### config.mk
export PLATFORM = sky130hd
export DESIGN_NAME = sdram_cmd_monitor
export DESIGN_NICKNAME = d
export VERILOG_FILES = /design/src/rtl/sdcm_pkg.sv /design/src/rtl/sdcm_decoder.sv /design/src/rtl/sdcm_bank_tracker.sv /design/src/rtl/sdcm_rule_checker.sv /design/src/rtl/sdram_cmd_monitor.sv
export SDC_FILE = /design/constraint.sdc
export NUM_CORES = 1
export LEC_CHECK = 0
export ABC_AREA = 1
export BUFFER_PORTS_ARGS = -buffer_cell sky130_fd_sc_hd__clkbuf_2
export CORE_MARGIN = 2
export CORE_UTILIZATION = 35
export CTS_CLUSTER_DIAMETER = 60
export DETAILED_ROUTE_END_ITERATION = 10
export PLACE_DENSITY = 0.63
export SKIP_CTS_REPAIR_TIMING = 1
export SLEW_MARGIN = 0
export SYNTH_ARGS = -nofsm -noshare
export SYNTH_HDL_FRONTEND = slang
export SYNTH_SLANG_ARGS = --single-unit
### constraint.sdc
create_clock -name clk -period 1.7 [get_ports clk]
set_input_delay 0.085 -clock clk [delete_from_list [all_inputs] [get_ports clk]]
set_output_delay 0.085 -clock clk [all_outputs]
set_load 0.02 [all_outputs]
### src/rtl/sdcm_pkg.sv
package sdcm_pkg;

    typedef enum logic [3:0] {
        CMD_INH  = 4'd0,
        CMD_NOP  = 4'd1,
        CMD_ACT  = 4'd2,
        CMD_RD   = 4'd3,
        CMD_WR   = 4'd4,
        CMD_BST  = 4'd5,
        CMD_PRE  = 4'd6,
        CMD_REF  = 4'd7,
        CMD_SREF = 4'd8,
        CMD_LMR  = 4'd9
    } sd_cmd_e;

    localparam int VIOL_W      = 5;
    localparam int V_ACT_OPEN  = 0;
    localparam int V_RW_CLOSED = 1;
    localparam int V_REF_OPEN  = 2;
    localparam int V_LMR_OPEN  = 3;
    localparam int V_MRD       = 4;

    typedef struct packed {
        sd_cmd_e cmd;
        logic    ap;
        logic    pre_all;
    } sd_dec_t;

    function automatic sd_cmd_e decode_cmd(input logic cs_n, input logic ras_n,
                                           input logic cas_n, input logic we_n,
                                           input logic cke);
        sd_cmd_e c;
        if (cs_n) begin
            c = CMD_INH;
        end else begin
            case ({ras_n, cas_n, we_n})
                3'b111:  c = CMD_NOP;
                3'b011:  c = CMD_ACT;
                3'b101:  c = CMD_RD;
                3'b100:  c = CMD_WR;
                3'b110:  c = CMD_BST;
                3'b010:  c = CMD_PRE;
                3'b001:  c = cke ? CMD_REF : CMD_SREF;
                default: c = CMD_LMR;
            endcase
        end
        return c;
    endfunction

    function automatic logic is_exec(input sd_cmd_e c);
        return !(c == CMD_INH || c == CMD_NOP);
    endfunction

endpackage

### src/rtl/sdcm_decoder.sv
module sdcm_decoder
    import sdcm_pkg::*;
#(
    parameter int ADDR_W = 12,
    parameter int COL_W  = 9,
    parameter int AP_BIT = 10
) (
    input  logic              cs_n,
    input  logic              ras_n,
    input  logic              cas_n,
    input  logic              we_n,
    input  logic              cke,
    input  logic [ADDR_W-1:0] addr,
    output sd_dec_t           dec_o,
    output logic [ADDR_W-1:0] field_o
);

    sd_cmd_e cmd;

    always_comb begin
        cmd           = decode_cmd(cs_n, ras_n, cas_n, we_n, cke);
        dec_o.cmd     = cmd;
        dec_o.ap      = 1'b0;
        dec_o.pre_all = 1'b0;
        field_o       = '0;
        case (cmd)
            CMD_ACT, CMD_LMR: field_o = addr;
            CMD_RD, CMD_WR: begin
                field_o[COL_W-1:0] = addr[COL_W-1:0];
                dec_o.ap           = addr[AP_BIT];
            end
            CMD_PRE: dec_o.pre_all = addr[AP_BIT];
            default: ;
        endcase
    end

endmodule

### src/rtl/sdcm_bank_tracker.sv
module sdcm_bank_tracker
    import sdcm_pkg::*;
#(
    parameter int BA_W   = 2,
    parameter int ADDR_W = 12,
    localparam int NBANK = 1 << BA_W
) (
    input  logic                    clk,
    input  logic                    rst,
    input  sd_dec_t                 dec,
    input  logic [BA_W-1:0]         ba,
    input  logic [ADDR_W-1:0]       addr,
    output logic [NBANK-1:0]        open_o,
    output logic [NBANK*ADDR_W-1:0] rows_o
);

    for (genvar b = 0; b < NBANK; b++) begin : g_bank
        logic              hit;
        logic [ADDR_W-1:0] row_q;

        assign hit = (ba == BA_W'(b));

        always_ff @(posedge clk) begin
            if (rst) begin
                open_o[b] <= 1'b0;
                row_q     <= '0;
            end else if (dec.cmd == CMD_ACT && hit) begin
                open_o[b] <= 1'b1;
                row_q     <= addr;
            end else if (dec.cmd == CMD_PRE && (dec.pre_all || hit)) begin
                open_o[b] <= 1'b0;
            end else if ((dec.cmd == CMD_RD || dec.cmd == CMD_WR) && dec.ap && hit) begin
                open_o[b] <= 1'b0;
            end
        end

        assign rows_o[b*ADDR_W +: ADDR_W] = row_q;
    end

endmodule

### src/rtl/sdcm_rule_checker.sv
module sdcm_rule_checker
    import sdcm_pkg::*;
#(
    parameter int BA_W   = 2,
    parameter int TMRD   = 2,
    localparam int NBANK = 1 << BA_W,
    localparam int CNT_W = $clog2(TMRD + 1)
) (
    input  logic              clk,
    input  logic              rst,
    input  logic              clr,
    input  sd_cmd_e           cmd,
    input  logic [BA_W-1:0]   ba,
    input  logic [NBANK-1:0]  open_i,
    output logic [VIOL_W-1:0] viol_o
);

    logic [CNT_W-1:0]  mrd_cnt;
    logic [VIOL_W-1:0] hit;
    logic              any_open;
    logic              bank_open;

    assign any_open  = |open_i;
    assign bank_open = open_i[ba];

    always_comb begin
        hit              = '0;
        hit[V_ACT_OPEN]  = (cmd == CMD_ACT) && bank_open;
        hit[V_RW_CLOSED] = (cmd == CMD_RD || cmd == CMD_WR) && !bank_open;
        hit[V_REF_OPEN]  = (cmd == CMD_REF || cmd == CMD_SREF) && any_open;
        hit[V_LMR_OPEN]  = (cmd == CMD_LMR) && any_open;
        hit[V_MRD]       = is_exec(cmd) && (mrd_cnt != '0);
    end

    always_ff @(posedge clk) begin
        if (rst) begin
            mrd_cnt <= '0;
            viol_o  <= '0;
        end else begin
            if (cmd == CMD_LMR)
                mrd_cnt <= CNT_W'(TMRD - 1);
            else if (mrd_cnt != '0)
                mrd_cnt <= mrd_cnt - 1'b1;
            viol_o <= (clr ? '0 : viol_o) | hit;
        end
    end

endmodule

### src/rtl/sdram_cmd_monitor.sv
module sdram_cmd_monitor
    import sdcm_pkg::*;
#(
    parameter int BA_W   = 2,
    parameter int ADDR_W = 12,
    parameter int COL_W  = 9,
    parameter int AP_BIT = 10,
    parameter int NBYTE  = 9,
    parameter int TMRD   = 2
) (
    input  logic                               clk,
    input  logic                               rst,
    input  logic                               clr_viol,
    input  logic                               cs_n,
    input  logic                               ras_n,
    input  logic                               cas_n,
    input  logic                               we_n,
    input  logic                               cke,
    input  logic [BA_W-1:0]                    ba,
    input  logic [ADDR_W-1:0]                  addr,
    input  logic [NBYTE-1:0]                   dqm,
    output logic [3:0]                         cmd_o,
    output logic [BA_W-1:0]                    bank_o,
    output logic [ADDR_W-1:0]                  addr_o,
    output logic                               ap_o,
    output logic                               pre_all_o,
    output logic [NBYTE-1:0]                   wr_mask_o,
    output logic [(1<<BA_W)-1:0]               open_o,
    output logic [(1<<BA_W)*ADDR_W-1:0]        open_rows_o,
    output logic [VIOL_W-1:0]                  viol_o
);

    localparam int NBANK = 1 << BA_W;

    sd_dec_t            dec;
    logic [ADDR_W-1:0]  field;
    logic [NBANK-1:0]   open_st;

    sdcm_decoder #(.ADDR_W(ADDR_W), .COL_W(COL_W), .AP_BIT(AP_BIT)) u_dec (
        .cs_n(cs_n), .ras_n(ras_n), .cas_n(cas_n), .we_n(we_n), .cke(cke),
        .addr(addr), .dec_o(dec), .field_o(field)
    );

    sdcm_bank_tracker #(.BA_W(BA_W), .ADDR_W(ADDR_W)) u_banks (
        .clk(clk), .rst(rst), .dec(dec), .ba(ba), .addr(addr),
        .open_o(open_st), .rows_o(open_rows_o)
    );

    sdcm_rule_checker #(.BA_W(BA_W), .TMRD(TMRD)) u_rules (
        .clk(clk), .rst(rst), .clr(clr_viol), .cmd(dec.cmd), .ba(ba),
        .open_i(open_st), .viol_o(viol_o)
    );

    assign open_o = open_st;

    always_ff @(posedge clk) begin
        if (rst) begin
            cmd_o     <= CMD_INH;
            bank_o    <= '0;
            addr_o    <= '0;
            ap_o      <= 1'b0;
            pre_all_o <= 1'b0;
            wr_mask_o <= '0;
        end else begin
            cmd_o     <= dec.cmd;
            bank_o    <= ba;
            addr_o    <= field;
            ap_o      <= dec.ap;
            pre_all_o <= dec.pre_all;
            if (dec.cmd == CMD_WR)
                wr_mask_o <= dqm;
        end
    end

endmodule

==> results.ini, run 1 <==
[job]
max_cap_violations=0

[synth]
syn-num-nets=452
synth-seq-cells=88
synth_area_sq_mm=0.00328
ys_seq_area_share_pct=53.7
synth_top_area_share_pct=53.7
synth_top_area_cell=dfxtp_1
synthTopCellsByArea=dfxtp_1 54%, a21oi_1 9.8%, nand2_1 9.0%, nand3_1 8.8%, inv_1 4.8%
synth_area_per_cell_sq_um=7.81
ys_warn_count=0
postSynthCellCount=420
synth.distinct_cells=23

[power_and_ir_drop]
leakagePower_nw=1.92
peakVddDrop_mv=0.486
total_power_mw=4.23
powerDensity_mw_per_mm2=986

[finish]
drive_gt1_share_pct=27.8
post-route-cell-area_sq_mm=0.00429
n_antenna_cell=0
syn2layout_area_growth_pct=30.8
fillers=898
final_cell_mix=116 x clkbuf_2, 88 x dfxtp_1, 79 x nand2_1, 64 x a21oi_1, 58 x nand3_1
layout_commonest_cell=clkbuf_2
fin_util_pct=46.9
layout.nets=577

[critical_path]
reg2reg_slack_ns=0.57
start_kind=input port
arrival_ns=1.67
cp_max_fo=13
critPathKind=input port to register
reg2reg_depth=5
cp.required_ns=1.93
endpoint_kind=register
rr_endpoint=u_rules.mrd_cnt[1]
r2r-start=u_rules.mrd_cnt[0]

[place]
port_buffers=116
dp_hpwl_um=6710
place.gp.congestion=0.854
dpl_cell_area_sq_mm=0.00403

[route]
wirelength_um=9460
ant_nets=0
wl_per_cell_um=14.3
drt_first_pass_iters=4
viasPerCell=4.88
drc=0
drt_iter0_drc=146
dr_total_vias=3224

[global_routing]
overflow=0
grt_max_degree=50
grt_pass1_wl_um=14400
grt_pass1_vias=2869
grt_antenna_before_repair=0
gr-usage-all-layers_pct=18.3

[clock_tree]
numCtsBuffers=9
clock_latency_ns=0.37
cts_root_buf=clkbuf_8
cts_tree=built
cts_sinks=88
clk_pin_slew_worst_paths_ns=0.10
cts.path.max_buffers=2
htreeDepth=3

[run_status]
status=finished with violations
failed_checks=negative hold slack

[timing]
period_share_pct=84.5
relSlewSlack_pct=65.6
whs_ns=-0.0216
finalClockSkew_ns=0.0143
setup_violations=0
worst_pin_slew_ns=0.515
layout_min_cycle_time_ns=1.44
clock.fmax_ghz=0.696
slew_violations=0
timing.final.hold_violations=2
rsz0062_at_grt=no

[die]
die_height_um=101
start_util_pct=35.8
die_w_um=101
die-area_sq_mm=0.0102
num_rows=35
coreArea_sq_mm=0.00915
pin_count=117

[worst_hold_path]
min-delay-start=ba[1]
hold_end=bank_o[1]
hold_path_depth=3
min_path_type=input port to register

==> synthesized netlist by cell type <==
| master | number |
|---|---|
| nor3_4 | 1 |
| dfxtp_1 | 88 |
| inv_2 | 1 |
| a22oi_1 | 1 |
| nand2_1 | 79 |
| a41oi_1 | 1 |
| buf_2 | 6 |
| clkbuf_1 | 14 |
| xor2_1 | 1 |
| o31ai_1 | 2 |
| a22o_1 | 1 |
| buf_6 | 3 |
| o21ai_0 | 16 |
| nor3_1 | 3 |
| a21oi_1 | 64 |
| o211ai_1 | 1 |
| nand2_2 | 2 |
| inv_1 | 42 |
| nand3_1 | 58 |
| o21ai_2 | 1 |
| nand4_1 | 2 |
| ha_1 | 1 |
| nor2_1 | 32 |
==> kinds of logic (layout without fill, tap and decap cells) <==
family	after synthesis	count (layout)	share of synthesized area, %
AND/OR/NAND/NOR	177	177	23.3
XOR/XNOR	1	1	0.267
buffers and inverters	66	196	8.47
AO/OA/AOI/OAI	87	87	13.9
flip-flops	88	88	53.7
adder cells (fa/ha/maj)	1	1	0.381
==> worst max path at each step <==
stage	startpoint	endpoint
floorplan	we_n	u_banks.g_bank[0].row_q[10]
detailed placement	cas_n	u_banks.g_bank[0].row_q[4]
finish	we_n	u_banks.g_bank[0].row_q[4]
global route	we_n	u_banks.g_bank[0].row_q[10]
global placement	we_n	u_banks.g_bank[0].row_q[3]
CTS	cas_n	u_banks.g_bank[0].row_q[4]
==> worst max-delay path, cell delays in order <==
cell and delay (ns):
clkbuf_2 0.12, inv_1 0.07, nor2_1 0.12, nand2_1 0.07, nand2_1 0.09, nand2_2 0.11, nor3_4 0.39, nand2_1 0.36
nand2_1 0.17, a21oi_1 0.08
==> area by class of cell <==
class | count | area (sq um) | area share, %
clock buffers | 9 | 124 | 2.89
clock inverters | 7 | 87.6 | 2.04
inverters | 43 | 161 | 3.76
multi-input cells | 266 | 1240 | 28.9
flip-flops and latches | 88 | 1760 | 41.1
well taps | 111 | 139 | 3.24
repair buffers | 137 | 776 | 18.1
==> flip-flops by register name (all words and copies together), names as in the netlist <==
| register | count |
|---|---|
| u_rules.mrd_cnt | 2 |
| wr_mask_o | 9 |
| u_rules.viol_o | 5 |
| ap_o | 1 |
| cmd_o | 4 |
| u_banks.g_bank.row_q | 48 |
| pre_all_o | 1 |
| u_banks.open_o | 4 |
| addr_o | 12 |
| bank_o | 2 |
==> layer usage <==
layer  global-route usage [%]  wire length, um  up-vias
met4                     8.11              317        0
met5                        0                0        -
met1                     23.8             4240     1453
met2                     27.8             4250      120
met3                     5.55              646       24
li1                         -                -     1627
==> stage by stage <==
stage          hold slack (ns)  TNS, ns  instances  worst slack, ns
2_1_floorplan            0.197        0        420            0.391
6_report               -0.0216        0        661            0.263
3_5_place_dp             0.354   -0.484        640          -0.0699
4_1_cts                -0.0341        0        656            0.316
5_1_grt               0.000139        0        661           0.0845
3_3_place_gp             0.347        0        640           0.0603
==> report_power, final <==
part           switching (mW)  total (mW)  internal (mW)
clock network           0.832        1.54          0.707
logic                   0.349       0.529          0.181
registers              0.0331        2.16           2.13
No activity file was read; power rests on OpenSTA's default activity.
==> inputs of run 2 (changes only) <==
clock period = 1.42 ns   (was 1.7 ns; I/O delays follow)
==> results.ini, run 2 (synthesis gave the netlist of run 1 again) <==
[global_routing]
overflow=0  ; unchanged
grt_max_degree=50  ; unchanged
gr-usage-all-layers_pct=18.5  ; +0.24 points
grt_pass1_vias=3018  ; +5.2%
grt_antenna_before_repair=0  ; unchanged
grt_pass1_wl_um=14800  ; +2.8%

[clock_tree]
cts.path.max_buffers=2  ; unchanged
clk_pin_slew_worst_paths_ns=0.09  ; about the same
clock_latency_ns=0.35  ; -0.02 ns
cts_sinks=88  ; unchanged
htreeDepth=3  ; unchanged
numCtsBuffers=9  ; unchanged
cts_tree=built
cts_root_buf=clkbuf_8

[timing]
period_share_pct=91.5
worst_pin_slew_ns=0.391  ; -0.125 ns
whs_ns=-0.00653  ; +0.0151 ns
finalClockSkew_ns=0.00900  ; -0.00531 ns
rsz0062_at_grt=yes
setup_violations=0  ; unchanged
clock.fmax_ghz=0.769
timing.final.hold_violations=2  ; unchanged
layout_min_cycle_time_ns=1.30
slew_violations=0  ; unchanged
setup_slack_ns=0.120  ; -0.143 ns
fin_tns_setup_ns=0  ; unchanged
relSlewSlack_pct=73.9  ; +8.3 points

[run_status]
status=finished with violations
failed_checks=negative hold slack

[place]
dp.cells=657  ; +2.7%
dp_hpwl_um=6900  ; +2.9%
place.gp.congestion=0.823  ; -3.7%
port_buffers=116  ; unchanged
dpl_cell_area_sq_mm=0.00421  ; +4.4%
place_ws_ns=-0.209  ; -0.139 ns

[power_and_ir_drop]
total_power_mw=5.09  ; +20%
clkPwrFrac_pct=36.0  ; -0.4 points
switching_share_pct=28.3  ; -0.43 points
p_int_mw=3.65  ; +21%
peakVddDrop_mv=0.482  ; -0.81%
power_frac_comb_pct=13.2  ; +0.7 points
p_switching_mw=1.44  ; +19%
p_seq_share_pct=50.9  ; -0.2 points
leakagePower_nw=2.02  ; +5.5%
powerDensity_mw_per_mm2=1140  ; +16%

[critical_path]
reg2reg_depth=4  ; -1
slowest_delay_ns=0.31  ; -0.08 ns
cp.required_ns=1.66  ; -0.27 ns
critPathKind=input port to register
arrival_ns=1.54  ; -0.13 ns
cp_common_cell=nand2_1
endpoint_kind=register
reg2reg_slack_ns=0.30  ; -0.27 ns
start_kind=input port
r2r-start=u_banks.open_o[1]
cp_max_fo=12  ; -1
rr_endpoint=u_rules.viol_o[0]
crit_path_end=u_banks.g_bank[3].row_q[1]
critPathSlowestCell=nor3_4
crit_chain=clkbuf_2, nor2_1, nand2_1, nand2_1, nor2_2, nor2_2, nor3_4, buf_6, nand2_1, buf_12, nand2_1, a21oi_1
crit_cells=12  ; +2
path_delay_family=simple AND/OR/NAND/NOR gates
critPathBufInv=3  ; +1
cp-startpoint=we_n

[finish]
final_cell_mix=116 x clkbuf_2, 88 x dfxtp_1, 79 x nand2_1, 63 x a21oi_1, 58 x nand3_1
fin_util_pct=48.7  ; +1.9 points
reg.largest.list=u_banks.g_bank.row_q x48, addr_o x12, wr_mask_o x9
top_register=u_banks.g_bank.row_q
largest_reg_flops=48  ; unchanged
n_antenna_cell=0  ; unchanged
layout.nets=592  ; +2.6%
syn2layout_area_growth_pct=36.0
final_cell_count_no_fill=676  ; +2.3%
drive_gt1_share_pct=30.8  ; +3.0 points
layout_commonest_cell=clkbuf_2
post-route-cell-area_sq_mm=0.00446  ; +4.0%

[route]
ant_nets=0  ; unchanged
wirelength_um=9410  ; -0.55%
viasPerCell=4.87  ; -0.25%
dr_total_vias=3289  ; +2.0%
wl_per_cell_um=13.9  ; -2.8%
drc=0  ; unchanged
drt_first_pass_iters=4  ; unchanged
drt_iter0_drc=169  ; +16%

[die]
die_height_um=101  ; unchanged
num_rows=35  ; unchanged
start_util_pct=35.8  ; unchanged
die_w_um=101  ; unchanged
coreArea_sq_mm=0.00915  ; unchanged
die-area_sq_mm=0.0102  ; unchanged
pin_count=117  ; unchanged

[worst_hold_path]
min_path_type=input port to register

[job]
max_cap_violations=0  ; unchanged

[run 2: changes by cell type in the layout (fill, tap and decap cells not counted), sizes merged]
cell	change
buf	+18
dlygate4sd3	-3
clkinvlp	-1
inv	+1
[run 2: worst min-delay path by stage]
stage                        from      endpoint  slack (ns)  depth (start not counted)
after global placement      ba[0]     bank_o[0]        0.33                          3
after detailed placement    ba[0]     bank_o[0]        0.33                          3
after floorplan           addr[0]     addr_o[0]        0.18                          2
after CTS                   ba[0]     bank_o[0]       -0.05                          3
after global routing       dqm[1]  wr_mask_o[1]      0.0004                          3
final                      dqm[1]  wr_mask_o[1]      -0.007                          3
[run 2: final cells by class]
| cell class | instances | area, sq um |
|---|---|---|
| multi-input cells | 266 | 1250 |
| clock inverters | 7 | 86.3 |
| flip-flops and latches | 88 | 1760 |
| inverters | 43 | 161 |
| clock buffers | 9 | 124 |
| well taps | 111 | 139 |
| fillers | 905 | 4690 |
| repair buffers | 152 | 938 |
[run 2: power by group through the flow]
stage | Clock [mW] | Sequential, mW | Combinational (mW)
after global routing | 1.98 | 2.60 | 0.747
after global placement | 0 | 2.65 | 0.635
final | 1.83 | 2.59 | 0.670
after CTS | 1.89 | 2.59 | 0.658
after floorplan | 0 | 2.71 | 0.303
after detailed placement | 0 | 2.65 | 0.656
[run 2: tightest hold or removal path: stages]
cell      delay [ns]
clkbuf_2        0.07
o21ai_0         0.07
a21oi_1         0.10
[run 2: per-layer routing]
layer / part of all wire [%] / track usage, % / wire (um) / vias to the layer above
li1: - / - / - / 1657
met1: 45 / 24.3 / 4220 / 1507
met2: 47 / 30.2 / 4390 / 114
met3: 7.1 / 4.02 / 667 / 11
met4: 1.4 / 5.90 / 132 / 0
met5: 0 / 0 / 0 / -
==> inputs of run 3 (changes only) <==
CORE_UTILIZATION = 44   (was 35)
PLACE_DENSITY = default   (was 0.63)
PLACE_DENSITY_LB_ADDON = 0.25   (was default)
==> results.ini, run 3 (synthesis gave the netlist of run 1 again) <==
[place]
dp_hpwl_um=6360  ; -7.8%
dp.cells=638  ; -2.9%
port_buffers=116  ; unchanged
place.gp.congestion=0.879  ; +6.8%
place_ws_ns=-0.193  ; +0.0151 ns

[timing]
setup_violations=0  ; unchanged
relSlewSlack_pct=75.3  ; +1.4 points
clock.fmax_ghz=0.826  ; +7.4%
timing.final.hold_violations=3  ; +1
whs_ns=-0.0140  ; -0.00743 ns
worst_pin_slew_ns=0.370  ; -0.0208 ns
period_share_pct=85.2  ; -6.3 points
rsz0062_at_grt=no
setup_slack_ns=0.210  ; +0.0899 ns
layout_min_cycle_time_ns=1.21  ; -0.0899 ns
finalClockSkew_ns=0.00544  ; -0.00356 ns
slew_violations=0  ; unchanged

[power_and_ir_drop]
leakagePower_nw=1.95  ; -3.4%
peakVddDrop_mv=0.549  ; +14%
power_frac_comb_pct=13.2  ; about the same
p_seq_share_pct=53.6  ; +2.7 points
p_switching_mw=1.36  ; -5.8%
switching_share_pct=28.1  ; -0.19 points
p_int_mw=3.48  ; -4.9%
clkPwrFrac_pct=33.2  ; -2.8 points
powerDensity_mw_per_mm2=1120  ; -2.2%

[global_routing]
overflow=0  ; unchanged
grt_pass1_wl_um=14300  ; -3.3%
grt_pass1_vias=2928  ; -3.0%
grt_antenna_before_repair=0  ; unchanged
gr-usage-all-layers_pct=21.9  ; +3.4 points
grt_max_degree=48  ; -4.0%

[finish]
final_cell_mix=116 x clkbuf_2, 88 x dfxtp_1, 79 x nand2_1, 64 x a21oi_1, 58 x nand3_1
final_cell_count_no_fill=654  ; -3.3%
n_antenna_cell=0  ; unchanged
syn2layout_area_growth_pct=31.8
top_register=u_banks.g_bank.row_q
layout_commonest_cell=clkbuf_2
largest_reg_flops=48  ; unchanged
layout.nets=582  ; -1.7%
reg.largest.list=u_banks.g_bank.row_q x48, addr_o x12, wr_mask_o x9
drive_gt1_share_pct=29.4  ; -1.4 points

[job]
max_cap_violations=0  ; unchanged

[clock_tree]
htreeDepth=3  ; unchanged
numCtsBuffers=9  ; unchanged
cts_tree=built
cts_root_buf=clkbuf_8
clk_pin_slew_worst_paths_ns=0.09  ; about the same
cts_sinks=88  ; unchanged
cts.path.max_buffers=2  ; unchanged
clock_latency_ns=0.36  ; about the same

[critical_path]
arrival_ns=1.50  ; -0.04 ns
crit_chain=clkbuf_2, nor2_1, a21oi_1, nand2_1, nand2_2, nor3_4, buf_4, nand3_1, a21oi_1
cp_max_fo=32  ; +20
endpoint_kind=register
cp_common_cell=a21oi_1
critPathSlowestCell=buf_4
slowest_delay_ns=0.34  ; +0.03 ns
start_kind=input port
cp.required_ns=1.71  ; +0.05 ns
critPathKind=input port to register

[run_status]
status=finished with violations
failed_checks=negative hold slack

[route]
drt_iter0_drc=229  ; +36%
wl_met1_um=4030  ; -4.5%
ant_nets=0  ; unchanged
wl_met2_um=4010  ; -8.7%
dr_total_vias=3237  ; -1.6%
viasPerCell=4.95  ; +1.7%
drc=0  ; unchanged
wl_per_cell_um=13.5  ; -3.1%
routed.top_layer=met4
wirelength_um=8830  ; -6.2%
drt_first_pass_iters=5  ; +1
wl_met3_um=593  ; -11%

[die]
die_height_um=90.4  ; -10%
start_util_pct=45.2  ; +9.4 points
die-area_sq_mm=0.00816  ; -20%
num_rows=31  ; -11%
coreArea_sq_mm=0.00725  ; -21%
pin_count=117  ; unchanged
die_w_um=90.4  ; -10%

[worst_hold_path]
min_path_type=input port to register

[run 3: worst max-delay path, delay by kind of cell]
| family | cells | cell delay [ns] |
|---|---|---|
| AND/OR/NAND/NOR | 5 | 0.70 |
| AO/OA/AOI/OAI | 2 | 0.26 |
| buffers and inverters | 2 | 0.47 |
[run 3: final cells by class]
type	instances	area, sq um
tap	99	124
multi-input combinational	266	1240
sequential	88	1760
fill	687	2930
timing repair buffer	142	851
clock buffer	11	141
clock inverter	5	41.3
inverter	43	161
[run 3: path summary, 6_finish.rpt]
kind	start	endpoint	slack [ns]	cells after the start
min	ba[1]	bank_o[1]	-0.01	3
min reg2reg	wr_mask_o[5]	wr_mask_o[5]	0.45	2
max	we_n	u_banks.g_bank[2].row_q[11]	0.21	9
max reg2reg	u_banks.open_o[0]	u_rules.viol_o[0]	0.28	4
[run 3: per-stage QoR]
step / cell area (sq um) / TNS (ns) / utilization (%) / power, mW
final: 4320 / 0 / 59.6 / 4.83
after global routing: 4320 / 0 / 59.6 / 5.06
after CTS: 4320 / 0 / 59.6 / 4.87
after detailed placement: 4140 / -7.53 / 57.1 / 3.28
after global placement: 4140 / -2.26 / 57.1 / 3.26
after floorplan: 3280 / 0 / - / 3.02
[run 3: routing by layer]
layer / up-vias / GRT usage (%)
met4: 0 / 9.62
met1: 1458 / 29.8
li1: 1637 / -
met3: 17 / 5.09
met2: 125 / 33.2
met5: - / 0
[run 3: power by group through the flow]
stage	clock network [mW]	logic, mW	registers [mW]
after floorplan	0	0.303	2.71
after global placement	0	0.613	2.64
after detailed placement	0	0.633	2.65
after CTS	1.64	0.638	2.59
after global routing	1.76	0.709	2.60
final	1.60	0.640	2.59
